### src/rtl/smb_host_pkg.sv
package smb_host_pkg;
  localparam int BYTE_W = 8;

  // register offsets
  localparam int OFS_CTRL  = 0;
  localparam int OFS_STAT  = 1;
  localparam int OFS_XADDR = 2;

  // index of each byte register inside the data bank (offset - OFS_XADDR)
  localparam int IX_XADDR = 0;
  localparam int IX_HCMD  = 1;
  localparam int IX_D0    = 2;
  localparam int IX_D1    = 3;

  // control bit positions
  localparam int CB_IE    = 0;
  localparam int CB_KILL  = 1;
  localparam int CB_CMD   = 2;
  localparam int CB_LAST  = 5;
  localparam int CB_START = 6;
  localparam int CB_PEC   = 7;

  // status bit positions
  localparam int SB_BUSY   = 0;
  localparam int SB_DONE   = 1;
  localparam int SB_DEVERR = 2;
  localparam int SB_BUSERR = 3;
  localparam int SB_FAILED = 4;
  localparam int SB_ALERT  = 5;
  localparam int SB_INUSE  = 6;
  localparam int SB_BYTE   = 7;

  // flags that never mean a transaction is over
  localparam logic [BYTE_W-1:0] INFO_MASK = 8'hE0;

  typedef struct packed {
    logic       pec;
    logic       last;
    logic [2:0] cmd;
    logic       ie;
  } ctrl_t;

  function automatic logic sts_completed(input logic [BYTE_W-1:0] s);
    logic [BYTE_W-1:0] fin;
    fin = s & ~INFO_MASK;
    return !s[SB_BUSY] && (fin != '0);
  endfunction

  function automatic logic sts_success(input logic [BYTE_W-1:0] s);
    logic [BYTE_W-1:0] fin;
    fin = s & ~INFO_MASK;
    return sts_completed(s) && (fin == (BYTE_W'(1) << SB_DONE));
  endfunction
endpackage

### src/rtl/smb_ctrl_unit.sv
module smb_ctrl_unit
  import smb_host_pkg::*;
(
  input  logic              clk,
  input  logic              rst_n,
  input  logic              wr_ctrl,
  input  logic [BYTE_W-1:0] wdata,
  input  logic              busy,
  output ctrl_t             ctrl,
  output logic              start_acc,
  output logic              kill_acc,
  output logic              eng_start,
  output logic              eng_kill
);
  logic start_req;
  logic blocked;

  assign start_req = wr_ctrl && wdata[CB_START];
  assign blocked   = start_req && busy;
  assign start_acc = start_req && !busy;
  assign kill_acc  = wr_ctrl && wdata[CB_KILL] && busy && !start_req;

  always_ff @(posedge clk) begin
    if (!rst_n) begin
      ctrl      <= '0;
      eng_start <= 1'b0;
      eng_kill  <= 1'b0;
    end else begin
      eng_start <= start_acc;
      eng_kill  <= kill_acc;
      if (wr_ctrl && !blocked) begin
        ctrl.ie   <= wdata[CB_IE];
        ctrl.cmd  <= wdata[CB_CMD +: 3];
        ctrl.last <= wdata[CB_LAST];
        ctrl.pec  <= wdata[CB_PEC];
      end
    end
  end
endmodule

### src/rtl/smb_status_unit.sv
module smb_status_unit
  import smb_host_pkg::*;
(
  input  logic              clk,
  input  logic              rst_n,
  input  logic              w1c_en,
  input  logic [BYTE_W-1:1] w1c_bits,
  input  logic              rd_status,
  input  logic              start_acc,
  input  logic              kill_acc,
  input  logic              eng_done,
  input  logic              eng_dev_err,
  input  logic              eng_bus_err,
  input  logic              eng_byte_done,
  input  logic              alert_in,
  output logic              busy,
  output logic [BYTE_W-1:1] flags,
  output logic              done_acc
);
  logic              active;
  logic              finish;
  logic [BYTE_W-1:1] set_vec;
  logic [BYTE_W-1:1] clr_vec;

  assign active   = busy && !kill_acc;
  assign done_acc = active && eng_done;
  assign finish   = active && (eng_done || eng_dev_err || eng_bus_err);

  always_comb begin
    set_vec            = '0;
    set_vec[SB_DONE]   = done_acc;
    set_vec[SB_DEVERR] = active && eng_dev_err;
    set_vec[SB_BUSERR] = active && eng_bus_err;
    set_vec[SB_FAILED] = kill_acc;
    set_vec[SB_ALERT]  = alert_in;
    set_vec[SB_INUSE]  = rd_status;
    set_vec[SB_BYTE]   = active && eng_byte_done;
    clr_vec            = w1c_en ? w1c_bits : '0;
  end

  always_ff @(posedge clk) begin
    if (!rst_n) begin
      busy  <= 1'b0;
      flags <= '0;
    end else begin
      flags <= (flags & ~clr_vec) | set_vec;
      if (start_acc)                busy <= 1'b1;
      else if (kill_acc || finish)  busy <= 1'b0;
    end
  end
endmodule

### src/rtl/smb_byte_bank.sv
module smb_byte_bank
  import smb_host_pkg::*;
#(
  parameter int NBYTES = 4,
  localparam int IDX_W = (NBYTES > 1) ? $clog2(NBYTES) : 1
) (
  input  logic                          clk,
  input  logic                          rst_n,
  input  logic                          wr_en,
  input  logic [IDX_W-1:0]              wr_idx,
  input  logic [BYTE_W-1:0]             wdata,
  input  logic [NBYTES-1:0]             load_vec,
  input  logic [NBYTES-1:0][BYTE_W-1:0] load_val,
  output logic [NBYTES-1:0][BYTE_W-1:0] q
);
  for (genvar i = 0; i < NBYTES; i++) begin : g_byte
    logic hit;
    assign hit = wr_en && (wr_idx == IDX_W'(i));
    always_ff @(posedge clk) begin
      if (!rst_n)           q[i] <= '0;
      else if (load_vec[i]) q[i] <= load_val[i];
      else if (hit)         q[i] <= wdata;
    end
  end
endmodule

### src/rtl/smb_host_regs.sv
module smb_host_regs
  import smb_host_pkg::*;
#(
  parameter int ADDR_W = 3,
  parameter int NBYTES = 4
) (
  input  logic              clk,
  input  logic              rst_n,
  input  logic              reg_wr_en,
  input  logic              reg_rd_en,
  input  logic [ADDR_W-1:0] reg_addr,
  input  logic [BYTE_W-1:0] reg_wdata,
  output logic [BYTE_W-1:0] reg_rdata,
  output logic              eng_start,
  output logic              eng_kill,
  output logic [2:0]        eng_cmd,
  output logic              eng_pec_en,
  output logic              eng_last_byte,
  output logic [BYTE_W-2:0] eng_dev_addr,
  output logic              eng_read,
  output logic [BYTE_W-1:0] eng_hcmd,
  output logic [BYTE_W-1:0] eng_data0,
  output logic [BYTE_W-1:0] eng_data1,
  input  logic              eng_done,
  input  logic              eng_dev_err,
  input  logic              eng_bus_err,
  input  logic              eng_byte_done,
  input  logic [BYTE_W-1:0] eng_rdata0,
  input  logic [BYTE_W-1:0] eng_rdata1,
  input  logic              alert_in,
  output logic              host_busy,
  output logic              completed,
  output logic              success,
  output logic              error,
  output logic              irq
);
  localparam int IDX_W = (NBYTES > 1) ? $clog2(NBYTES) : 1;

  // named internal events (used by the bound checker)
  logic              wr_ctrl, wr_stat, rd_stat;
  logic              start_acc, kill_acc, done_acc, rd_done;
  logic              bank_hit;
  logic [ADDR_W-1:0] rel;
  logic [BYTE_W-1:0] status_view;
  logic [BYTE_W-1:1] flags;
  ctrl_t             ctrl;

  logic [NBYTES-1:0]             load_vec;
  logic [NBYTES-1:0][BYTE_W-1:0] load_val;
  logic [NBYTES-1:0][BYTE_W-1:0] bytes_q;

  assign wr_ctrl  = reg_wr_en && (reg_addr == ADDR_W'(OFS_CTRL));
  assign wr_stat  = reg_wr_en && (reg_addr == ADDR_W'(OFS_STAT));
  assign rd_stat  = reg_rd_en && (reg_addr == ADDR_W'(OFS_STAT));
  assign rel      = reg_addr - ADDR_W'(OFS_XADDR);
  assign bank_hit = (reg_addr >= ADDR_W'(OFS_XADDR)) && (rel < ADDR_W'(NBYTES));

  smb_ctrl_unit u_ctrl (
    .clk       (clk),
    .rst_n     (rst_n),
    .wr_ctrl   (wr_ctrl),
    .wdata     (reg_wdata),
    .busy      (host_busy),
    .ctrl      (ctrl),
    .start_acc (start_acc),
    .kill_acc  (kill_acc),
    .eng_start (eng_start),
    .eng_kill  (eng_kill)
  );

  smb_status_unit u_stat (
    .clk           (clk),
    .rst_n         (rst_n),
    .w1c_en        (wr_stat),
    .w1c_bits      (reg_wdata[BYTE_W-1:1]),
    .rd_status     (rd_stat),
    .start_acc     (start_acc),
    .kill_acc      (kill_acc),
    .eng_done      (eng_done),
    .eng_dev_err   (eng_dev_err),
    .eng_bus_err   (eng_bus_err),
    .eng_byte_done (eng_byte_done),
    .alert_in      (alert_in),
    .busy          (host_busy),
    .flags         (flags),
    .done_acc      (done_acc)
  );

  assign rd_done = done_acc && bytes_q[IX_XADDR][0];

  always_comb begin
    load_vec        = '0;
    load_val        = '0;
    load_vec[IX_D0] = rd_done;
    load_vec[IX_D1] = rd_done;
    load_val[IX_D0] = eng_rdata0;
    load_val[IX_D1] = eng_rdata1;
  end

  smb_byte_bank #(.NBYTES(NBYTES)) u_bank (
    .clk      (clk),
    .rst_n    (rst_n),
    .wr_en    (reg_wr_en && bank_hit),
    .wr_idx   (rel[IDX_W-1:0]),
    .wdata    (reg_wdata),
    .load_vec (load_vec),
    .load_val (load_val),
    .q        (bytes_q)
  );

  assign status_view = {flags, host_busy};
  assign completed   = sts_completed(status_view);
  assign success     = sts_success(status_view);
  assign error       = completed && !success;
  assign irq         = ctrl.ie && completed;

  assign eng_cmd       = ctrl.cmd;
  assign eng_pec_en    = ctrl.pec;
  assign eng_last_byte = ctrl.last;
  assign eng_dev_addr  = bytes_q[IX_XADDR][BYTE_W-1:1];
  assign eng_read      = bytes_q[IX_XADDR][0];
  assign eng_hcmd      = bytes_q[IX_HCMD];
  assign eng_data0     = bytes_q[IX_D0];
  assign eng_data1     = bytes_q[IX_D1];

  always_comb begin
    reg_rdata = '0;
    if (reg_addr == ADDR_W'(OFS_CTRL)) begin
      reg_rdata[CB_IE]       = ctrl.ie;
      reg_rdata[CB_CMD +: 3] = ctrl.cmd;
      reg_rdata[CB_LAST]     = ctrl.last;
      reg_rdata[CB_PEC]      = ctrl.pec;
    end else if (reg_addr == ADDR_W'(OFS_STAT)) begin
      reg_rdata = status_view;
    end else if (bank_hit) begin
      reg_rdata = bytes_q[rel[IDX_W-1:0]];
    end
  end
endmodule

### config.mk
export PLATFORM = sky130hd
export DESIGN_NAME = smb_host_regs
export DESIGN_NICKNAME = d
export VERILOG_FILES = /design/src/rtl/smb_host_pkg.sv /design/src/rtl/smb_ctrl_unit.sv /design/src/rtl/smb_status_unit.sv /design/src/rtl/smb_byte_bank.sv /design/src/rtl/smb_host_regs.sv
export SDC_FILE = /design/constraint.sdc
export NUM_CORES = 1
export LEC_CHECK = 0
export BUFFER_PORTS_ARGS = -buffer_cell sky130_fd_sc_hd__buf_2
export CORE_MARGIN = 5
export CORE_UTILIZATION = 40
export DETAILED_ROUTE_END_ITERATION = 16
export GPL_TIMING_DRIVEN = 0
export PLACE_DENSITY_LB_ADDON = 0.25
export SYNTH_ARGS = -nofsm -noshare
export SYNTH_HDL_FRONTEND = slang
export SYNTH_SLANG_ARGS = --single-unit
### constraint.sdc
create_clock -name clk -period 1.6 [get_ports clk]
set_input_delay 0.32 -clock clk [delete_from_list [all_inputs] [get_ports clk]]
set_output_delay 0.32 -clock clk [all_outputs]
set_load 0.02 [all_outputs]
### After elaboration in Yosys (flattened, before gate mapping)

Cells that the tools add are included.

* register bits after elaboration: 48
* bits of input ports: 36
* output and inout bits: 52
* logic and storage cells: 81

* add/sub/neg operators: 1
* magnitude comparators: 3
* eq/ne operators: 5
* multiplexer cells: 16
* bitwise gates (word level): 3
* reductions and logical operators: 41

Operators by type and width (number)
* $mux 8: 7
* $logic_and 1x1->1: 27
* $bmux 8 s2: 1
* $reduce_bool 8->1: 1
* $and 7x7->7: 1
* $mux 7: 1
* $not 7->7: 1
* $or 7x7->7: 1
* $mux 1: 6
* $reduce_bool 2->1: 3
* $eq 5x2->1 const B: 1
* $logic_not 1->1: 5
* $eq 2x2->1 const B: 2
* $mux 4: 1
* $eq 3x1->1 const B: 1
* $ge 3x2->1 const B: 1
* $logic_not 3->1: 1
* $logic_or 1x1->1: 3
* $lt 2x3->1 const B: 1
* $lt 3x3->1 const B: 1
* $sub 3x2->3 const B: 1
* $eq 2x1->1 const B: 1
* $logic_not 2->1: 1

### Depth between registers and ports, before layout

Gate-level depths: netlist (run 1).

* depth in word-level cells: 11
* mapped depth: 5
* gate-level depth less buffers: 3

### Modules after synthesis

A second synthesis (run 1) with hierarchy kept.

* cell total of the unflattened synthesis: 293
* area total of the unflattened synthesis: 2567.5 um2

Modules (own cells, without submodules)
* smb_byte_bank: instances 1, cells an instance 168, area each 1415.1 um2, seq. area each 640.6 um2
* smb_host_regs: instances 1, cells an instance 62, area each 478.0 um2, seq. area each 0.0 um2
* smb_status_unit: instances 1, cells an instance 30, area each 350.3 um2, seq. area each 160.2 um2
* smb_ctrl_unit: instances 1, cells an instance 33, area each 324.1 um2, seq. area each 160.2 um2

### Least setup slack after synthesis (run 1)

Ideal clock, no wire load.

* kind: input-to-output
* from: input port reg_addr[1]
* to: output port reg_rdata[0]
* arrival time: 1.469 ns
* required time: 1.280 ns
* setup slack: -0.189 ns
* stages: 4
* buffers on the path: 2
* path through: buf_4 -> buf_2 -> or2_2 -> o21ai_0

* word-level cells in the longest chain between the ends: 6
* elaborated cells on any way between the ends: 11
* those cells by class: add/sub (1); order compare (2); eq/ne (1); mux (5); reduce/logical (2)

RTL lines
* start: declaration: line smb_host_regs.sv:11 `input logic [ADDR_W-1:0] reg_addr,`
* $sub 3x2->3: line smb_host_regs.sv:55 `assign rel = reg_addr - ADDR_W'(OFS_XADDR);`
* $lt 3x3->1 or $bmux 8 s2 (tied branches): line smb_host_regs.sv:56, smb_host_regs.sv:136
* $logic_and 1x1->1 or $mux 8 (tied branches): line smb_host_regs.sv:56, smb_host_regs.sv:136
* $mux 8: line smb_host_regs.sv:135 `end else if (bank_hit) begin`
* $mux 8: line smb_host_regs.sv:133 `end else if (reg_addr == ADDR_W'(OFS_STAT)) begin`
* $mux 1 (*): line smb_host_regs.sv:128 `if (reg_addr == ADDR_W'(OFS_CTRL)) begin`
* end: declaration: line smb_host_regs.sv:13 `output logic [BYTE_W-1:0] reg_rdata,`

Every way passes the cells marked *; elsewhere a longest branch is shown, timed or not. The select of a mux whose other input is x is not followed.

### Final worst setup path (run 1)

* from: register u_bank.q[22] (netlist name)
* to: output port reg_rdata[6]

* word-level cells in the longest chain between the ends: 5

RTL lines
* start: declaration: line smb_byte_bank.sv:14 `output logic [NBYTES-1:0][BYTE_W-1:0] q`
* start signal: indexed assignment: line smb_byte_bank.sv:21 `else if (load_vec[i]) q[i] <= load_val[i];`
* start signal: indexed assignment: line smb_byte_bank.sv:22 `else if (hit) q[i] <= wdata;`
* $bmux 8 s2: line smb_host_regs.sv:136 `reg_rdata = bytes_q[rel[IDX_W-1:0]];`
* $mux 8 (not written as such): line smb_host_regs.sv:136
* $mux 8: line smb_host_regs.sv:135
* $mux 8: line smb_host_regs.sv:133
* $mux 1: line smb_host_regs.sv:128

No other way between the ends. The select of a mux whose other input is x is not followed.

==> flow_results.org, run 1 <==
** CTS
- The root buffer cell chosen for the clock tree is sky130_fd_sc_hd__clkbuf_8.
- Number of levels in the clock H-tree :: 2
- The longest clock path from root to sink contains 2 buffers.
- CTS tree :: done
- Number of clock sinks :: 48
- In this run, CTS created clock tree buffers numbering 5.
- Hold repair after CTS inserted 0 buffers.
- After clock tree synthesis, the clock-pin slew on the worst setup and hold paths is 0.09 ns.
- For the worst-skew pair, the clock arrives at the later sink with an insertion delay of 0.30 ns.

** Synthesis
- Counting flops with a built-in enable in the synthesized netlist gives 0.
- After synthesis the cells add up to 2590 um^2.
- Of all flip-flops after synthesis, the portion carrying an async set or reset was 0%.
- Synthesis produced a netlist with a net count of 304.
- In this run, synthesis produced a sequential element count of 48.
- Synthesized area per cell :: 9.65 um^2
- Among all flip-flop cells after synthesis, the most frequent one is sky130_fd_sc_hd__dfxtp_1.
- During synthesis, Yosys emitted a total of 0 warnings.
- Count of mapped cells out of synthesis :: 268
- The netlist uses 41 different library cells.
- Sequential share of the synthesized area :: 37.2%

** Final layout
- Layout cells sized above 1 :: 54.0%
- After the last flow step, the layout net total stands at 414.
- Area added between synthesis and finish :: 39.1%
- Number of diodes :: 0
- Count of placed standard cells in the final layout, fillers left out :: 455
- Final design utilization :: 57.0%

** Setup path
- R2r setup slk :: 0.16 ns
- Biggest cell delay along the critical path :: 0.47 ns
- The worst register-to-register path begins at u_bank.q[0].
- Kind of launch point of the worst setup path :: flip-flop
- STA classifies the critical path endpoint as a primary output.
- Buffers and inverters on the worst path :: 1
- For the worst setup path, the data arrival time is 1.46 ns.
- Walking the worst path, the cells encountered are mux4_2 > a22o_1 > buf_6.
- Along the worst path, the maximum fanout reaches 3.
- The endpoint identified for the worst register-to-register timing path is u_bank.q[22].
- The worst register-to-register path has a depth of 5.
- Worst setup path category :: flip-flop to primary output
- STA puts the critical path data required time at 1.28 ns.
- The largest individual stage delay along the critical path comes from the cell sky130_fd_sc_hd__mux4_2.
- Delay-heaviest family, CP :: multiplexers

** STA
- For this run, the top clock speed supported by timing is 563 MHz.
- Worst clock skew :: 0.00325 ns
- Tightest Pin Transition :: 0.690 ns
- The routed design could run at a clock period as short as 1.78 ns.
- Share of the clock period used by the worst path after layout :: 111%
- Setup violations remaining at the end of the flow were counted as 9.
- Final slew viol count :: 0
- Setup repair after global routing could not meet its margin everywhere.
- The worst pin sits at a relative slew slack of 54.0%.
- The hold violation total from the final report came to 0.
- PnR worst setup slack :: -0.175 ns

** Power and ir drop
- Net switching power :: 0.670 mW
- Power density over the cells :: 660 nW/um^2
- Share of total power in the clock network :: 29.8%
- VDD IR-drop max :: 0.406 mV
- Pleak :: 1.56 nW
- Internal power component :: 1.70 mW
- Combinational group share of total power :: 18.0%
- Sequential share of power :: 52.2%
- Net switching is 28.3% of the power.

** Global route
- Maximum number of pins on one net before global-route repair :: 14
- For this run, the total global-route usage over all layers was measured as 21.6%.
- Antenna violations before repair :: 0
- The via count of the first global-routing pass is 2603.
- Global-route wire length before repair :: 14200 um
- Total congestion overflow :: 0

** Die
- Once the floorplan was initialized, standard cells occupied 41.0% of the core.
- DIE WIDTH :: 90.4 um
- The floorplan step defined a die boundary enclosing 8170 um^2.
- Height of the die :: 90.4 um
- 88 I/O pins were placed.
- In this run the core area contains 29 standard-cell rows.
- In this run the standard cell core region covers 6310 um^2.

** Route
- Post-detailed-route count of antenna-violating nets :: 0
- Detail-routed via count per cell :: 5.78
- Wire length after detailed routing :: 9020 um
- Routed length per instance :: 19.8 um
- Iter 0 DRT Violations :: 160
- Via Count :: 2629
- For this run, design rule violations remaining after detail routing come to 0.
- The first detailed-routing pass took 4 iterations.

** Outcome
- The final reports fail on negative setup slack.
- Outcome :: finished, violations left

** Placed design
- Count of buffers from port buffering :: 84
- Detailed placement HPWL :: 6330 um
- The congestion estimate from routability-driven global placement came to 0.863.
- Number of cells after detailed placement :: 429

** Flow run
- Max-Cap Viols :: 0

** Hold path
- Hold Crit Endpoint :: u_stat.flags[5]
- The worst hold path begins at alert_in.
- The min-delay analysis places its worst path in the category input port to flip-flop.
- Worst hold path depth :: 2
[state kept, by name, indices dropped and copies added (netlist names)]
name	flops
u_bank.q	32
u_stat.flags	7
u_ctrl.ctrl	6
u_ctrl.eng_kill	1
u_ctrl.eng_start	1
u_stat.busy	1
[routing by layer]
layer / up-vias / GRT usage [%] / wire (um)
met5: - / 0 / 0
met4: 0 / 6.08 / 176
met3: 15 / 4.50 / 790
met2: 129 / 35.5 / 4330
met1: 1274 / 28.7 / 3720
li1: 1211 / - / -
[how the worst max path moves through the flow]
stage / start / to / depth (start not counted)
2_1_floorplan: reg_addr[1] / reg_rdata[0] / 4
3_3_place_gp: reg_addr[1] / reg_rdata[3] / 6
3_5_place_dp: reg_addr[1] / reg_rdata[3] / 6
4_1_cts: u_bank.q[14] / reg_rdata[6] / 3
5_1_grt: u_bank.q[9] / reg_rdata[1] / 3
6_report: u_bank.q[22] / reg_rdata[6] / 3
[kinds of logic (layout without fill, tap and decap cells)]
logic type / Yosys count / after routing / synth area share, %
xor gates and xnor gates: 1 / 1 / 0.339
AOI/OAI and AO/OA: 85 / 85 / 23.1
and+or+nand+nor: 67 / 67 / 14.8
DFF: 48 / 48 / 37.2
buffers and inverters: 30 / 140 / 6.68
muxes: 37 / 37 / 17.9
[power groups by stage]
stage | logic (mW) | clock network, mW | registers (mW)
final | 0.426 | 0.708 | 1.24
after global routing | 0.452 | 0.761 | 1.24
after CTS | 0.412 | 0.715 | 1.24
after detailed placement | 0.352 | 0 | 1.27
after global placement | 0.349 | 0 | 1.27
after floorplan | 0.182 | 0 | 1.29
[placed cells by master, fill, tap and decap left out, drive strengths merged, types with 2 or more instances in the layout]
| master | Yosys | final |
|---|---|---|
| a21oi | 24 | 24 |
| a22o | 2 | 2 |
| a21boi | 5 | 5 |
| a211oi | 32 | 32 |
| nand4b | 2 | 2 |
| mux2i | 29 | 29 |
| and2 | 3 | 3 |
| nor3 | 2 | 2 |
| clkbuf | 7 | 13 |
| inv | 3 | 3 |
| nor3b | 3 | 3 |
| nor2b | 2 | 2 |
| nand3 | 8 | 8 |
| o21ai | 11 | 11 |
| and4bb | 3 | 3 |
| mux4 | 7 | 7 |
| o21a | 6 | 6 |
| buf | 20 | 123 |
| nand2 | 28 | 28 |
| nor2 | 10 | 10 |
| dfxtp | 48 | 48 |
[metrics by stage]
| stage | total power, mW | TNS (ns) | hold slack (ns) | setup slack [ns] | cell area [um^2] |
|---|---|---|---|---|---|
| floorplan | 1.47 | -0.228 | 0.444 | -0.0457 | 2590 |
| global placement | 1.61 | -3.31 | 0.454 | -0.503 | 3110 |
| detailed placement | 1.62 | -3.47 | 0.465 | -0.493 | 3110 |
| CTS | 2.37 | -0.997 | 0.220 | -0.170 | 3510 |
| global route | 2.46 | -1.27 | 0.228 | -0.189 | 3600 |
| finish | 2.37 | -0.933 | 0.219 | -0.175 | 3600 |
[layout make-up]
class	count	area [um^2]
flip-flops and latches	48	1000
well taps	77	96.3
clock inverters	1	5.00
clock buffers	6	72.6
inverters	3	11.3
repair buffers	103	667
multi-input cells	190	1540
plain buffers	27	203
fillers	594	2720
[cells in the mapped netlist (2+ instances only)]
cell                       number  area share (%)
sky130_fd_sc_hd__dfxtp_1       48              37
sky130_fd_sc_hd__mux2i_1       29              11
sky130_fd_sc_hd__nand2_1       28             4.1
sky130_fd_sc_hd__a211oi_1      24             7.0
sky130_fd_sc_hd__a21oi_1       24             4.6
sky130_fd_sc_hd__o21ai_0       11             2.1
sky130_fd_sc_hd__nor2_1        10             1.5
sky130_fd_sc_hd__buf_2          9             1.7
sky130_fd_sc_hd__buf_4          9             2.6
sky130_fd_sc_hd__a211oi_2       8             3.9
sky130_fd_sc_hd__clkbuf_1       7             1.0
sky130_fd_sc_hd__nand3_1        7             1.4
sky130_fd_sc_hd__mux4_2         6             5.2
sky130_fd_sc_hd__o21a_1         6             1.7
sky130_fd_sc_hd__a21boi_0       5             1.5
sky130_fd_sc_hd__and2_1         3            0.73
sky130_fd_sc_hd__and4bb_2       3             1.5
sky130_fd_sc_hd__inv_1          3            0.44
sky130_fd_sc_hd__a22o_1         2            0.68
sky130_fd_sc_hd__buf_6          2            0.87
sky130_fd_sc_hd__nor2b_1        2            0.48
sky130_fd_sc_hd__nor3_1         2            0.39
sky130_fd_sc_hd__nor3b_1        2            0.58
[worst reg2reg max path: cells and delay by family (launching register included)]
family                 cells  cell delay [ns]
AO/OA/AOI/OAI              2             0.52
buffers and inverters      2             0.33
flip-flops                 1             0.33
AND/OR/NAND/NOR            1             0.16
[what timing repair did]
action / in CTS / in global routing
cloned: 1 / 0
pin swaps: 3 / 4
resized for setup: 62 / 28
setup endpoints to repair: 12 / 11
setup buffers: 16 / 2
Note: power is estimated with default switching activity, not from simulation.
==> run 2: changes to the inputs <==
--- a/config.mk
+++ b/config.mk
@@ -10,7 +10,7 @@
 export CORE_UTILIZATION = 40
 export DETAILED_ROUTE_END_ITERATION = 16
 export GPL_TIMING_DRIVEN = 0
-export PLACE_DENSITY_LB_ADDON = 0.25
+export PLACE_DENSITY = 0.72
 export SYNTH_ARGS = -nofsm -noshare
 export SYNTH_HDL_FRONTEND = slang
 export SYNTH_SLANG_ARGS = --single-unit
==> constraint.sdc (replaced) <==
create_clock -name clk -period 1.75 [get_ports clk]
set_input_delay 0.35 -clock clk [delete_from_list [all_inputs] [get_ports clk]]
set_output_delay 0.35 -clock clk [all_outputs]
set_load 0.02 [all_outputs]
==> run 2 against run 1 <==
The flow still finishes with violations (negative setup slack). Via count down 2.8%. Register-to-register slack gained 0.05 ns. Utilization is 0.50 points lower. Clock power grew 14%. Power is 2.2% lower.
==> flow_results.org, run 2 (same netlist as run 1, synthesis figures left out) <==
** CTS
- Buffer levels on the longest clock path :: 2
- Hold repair after CTS inserted 0 buffers.
- Clock transition at the register clock pins on the worst setup and hold paths after CTS :: 0.09 ns
- Number of levels in the clock H-tree :: 2
- The clock drives 48 sinks.
- Insertion delay of the later-clocked pin in the worst-skew pair :: 0.30 ns
- TritonCTS buffer count :: 5
- TritonCTS built the clock tree.
- In this run the clock root is driven by a sky130_fd_sc_hd__clkbuf_8.

** Power and ir drop
- Net switching power :: 0.615 mW
- Internal power comes to 1.71 mW.
- Pleak :: 1.55 nW
- Registers are responsible for 48.8% of the overall power.
- Power density over the cells :: 651 nW/um^2
- The share of total power dissipated in the clock network is 34.8%.
- Switching part of the total power :: 26.5%
- Combinational group share of total power :: 16.4%
- VDD IR-drop max :: 0.431 mV
- The design draws 2.32 mW.

** Route
- Iteration count of the initial detailed-routing pass :: 4
- Routed length per instance :: 19.4 um
- Post-route DRC :: 0
- Iter 0 DRT Violations :: 274
- Detail-routed via count per cell :: 5.59
- Via Count :: 2556
- Post-detailed-route count of antenna-violating nets :: 0
- After detailed routing, the total wire length is 8860 um.

** Final layout
- In the final layout, the share of cells above drive strength 1 is 51.3%.
- Most frequent standard cell in the layout excluding fill and tap cells :: sky130_fd_sc_hd__buf_2
- The register with the most flip-flops in the final layout is u_bank.q.
- At the end of the flow, the number of nets in the layout was 415.
- Max FFs per register :: 32
- Number of diodes :: 0
- Final Instance Area :: 3570 um^2
- From synthesis to final layout, the design area changed by 37.9%.
- Largest registers ranked by flip-flop count :: u_bank.q x32, u_stat.flags x7, u_ctrl.ctrl x6
- Fill cell count :: 611
- For this run, the share of the core covered by cells in the final layout is 56.5%.
- Commonest cells after routing, fill and taps aside :: sky130_fd_sc_hd__buf_2 (82), sky130_fd_sc_hd__mux2i_1 (29), sky130_fd_sc_hd__buf_4 (28)

** STA
- The worst path in the final design needs a cycle of 1.81 ns, including I/O delays and setup.
- Worst clock skew :: 0.00973 ns
- Tightest Pin Transition :: 0.660 ns
- Highest achievable clock rate :: 554 MHz
- Number of endpoints failing setup at the final stage :: 5
- Slew margin rel. :: 56.0%
- Setup repair after global routing could not meet its margin everywhere.
- PnR worst setup slack :: -0.0559 ns
- Count of final hold-check violations :: 0
- Setup total negative slack :: -0.186 ns
- Dividing the final minimum period by the clock period gives 103%.
- Final slew viol count :: 0

** Outcome
- Outcome :: finished, violations left
- Violated checks :: negative setup slack

** Setup path
- Capture point of the worst reg-to-reg path :: u_bank.q[22]
- Setup crit end kind :: primary output
- Ordered list of cells on the worst path :: mux4_2 > a22o_1 > buf_6
- Slowest cell on the critical path :: sky130_fd_sc_hd__mux4_2
- R2r setup slk :: 0.21 ns
- The worst setup path is launched from a flip-flop.
- Required time at the endpoint of the critical path :: 1.40 ns
- Measured in cells, the most critical reg-to-reg path has a length of 5.
- The worst register-to-register path begins at u_bank.q[0].
- Maximum fanout count along the critical path :: 2
- Data arrives at the worst endpoint at 1.46 ns.
- Worst setup path category :: flip-flop to primary output
- Biggest cell delay along the critical path :: 0.48 ns

** Die
- In this run the horizontal extent of the chip is 90.4 um.
- After floorplanning, the core was sized to cover 6310 um^2.
- The initialized floorplan defines 29 standard-cell rows.
- The die covers 8170 um^2.
- Height of the die :: 90.4 um
- Top Ports :: 88
- Once the floorplan was initialized, standard cells occupied 41.0% of the core.

** Flow run
- Max-Cap Viols :: 0

** Global route
- The via count of the first global-routing pass is 2687.
- The initial antenna violation count came to 0.
- The total overflow left after global routing is 0.
- Entering global routing, the biggest net connects 15 pins.
- GRT Overall Usage :: 21.3%
- Global-route wire length before repair :: 13900 um

** Placed design
- Detailed placement HPWL :: 6310 um
- The congestion estimate from routability-driven global placement came to 0.893.
- Count of buffers from port buffering :: 84
- Post-detailed-placement cell area :: 3100 um^2

** Hold path
- The path with the worst hold slack has its endpoint at u_stat.flags[5].
- HP Start :: alert_in
- The worst hold path passes through 2 cells.
- The min-delay analysis places its worst path in the category input port to flip-flop.
==> run 2: power groups by stage <==
stage | Combinational, mW | Sequential [mW] | Clock, mW
2_1_floorplan | 0.165 | 1.18 | 0
3_3_place_gp | 0.315 | 1.16 | 0
3_5_place_dp | 0.319 | 1.16 | 0
4_1_cts | 0.373 | 1.13 | 0.816
5_1_grt | 0.406 | 1.14 | 0.869
6_report | 0.380 | 1.13 | 0.807
==> run 2: layout make-up <==
cell class	instances	area (um^2)	share of cell area, %
Clock buffer	6	72.6	2.04
Clock inverter	2	35.0	0.982
Multi-Input combinational cell	190	1510	42.2
Sequential cell	48	993	27.9
Inverter	3	11.3	0.316
Tap cell	77	96.3	2.70
Timing Repair Buffer	105	663	18.6
Buffer	26	188	5.26
==> run 2: worst max-delay path by stage <==
stage | start | end
after global routing | u_bank.q[9] | reg_rdata[1]
after global placement | reg_addr[1] | reg_rdata[3]
final | u_bank.q[14] | reg_rdata[6]
after floorplan | reg_addr[1] | reg_rdata[0]
after detailed placement | reg_addr[2] | reg_rdata[3]
after CTS | u_bank.q[14] | reg_rdata[6]
==> run 2: metal layers <==
layer  share of wire [%]  GRT usage (%)
met1                  42           26.6
met2                  49           35.1
met3                 7.0           5.67
met4                 2.3           7.69
met5                   0              0
==> run 2: worst max-delay path, delay by kind of cell, from the launching register on <==
kind	cells	cell delay, ns
multiplexers	1	0.48
flip-flops	1	0.33
AO/OA/AOI/OAI	1	0.21
buffers and inverters	1	0.13
==> run 2: timing repair <==
action / 4_1_cts / 5_1_grt
setup buffers: 20 / 1
setup endpoints to repair: 12 / 9
cloned: 0 / 0
pin swaps: 4 / 2
resized for setup: 63 / 12
==> run 2: per-stage QoR <==
step | hold slack (ns) | setup slack [ns] | cells
after CTS | 0.259 | -0.0832 | 456
after global placement | 0.458 | -0.411 | 429
after global routing | 0.272 | -0.0920 | 457
after floorplan | 0.462 | -0.0991 | 268
final | 0.266 | -0.0559 | 457
after detailed placement | 0.464 | -0.434 | 429
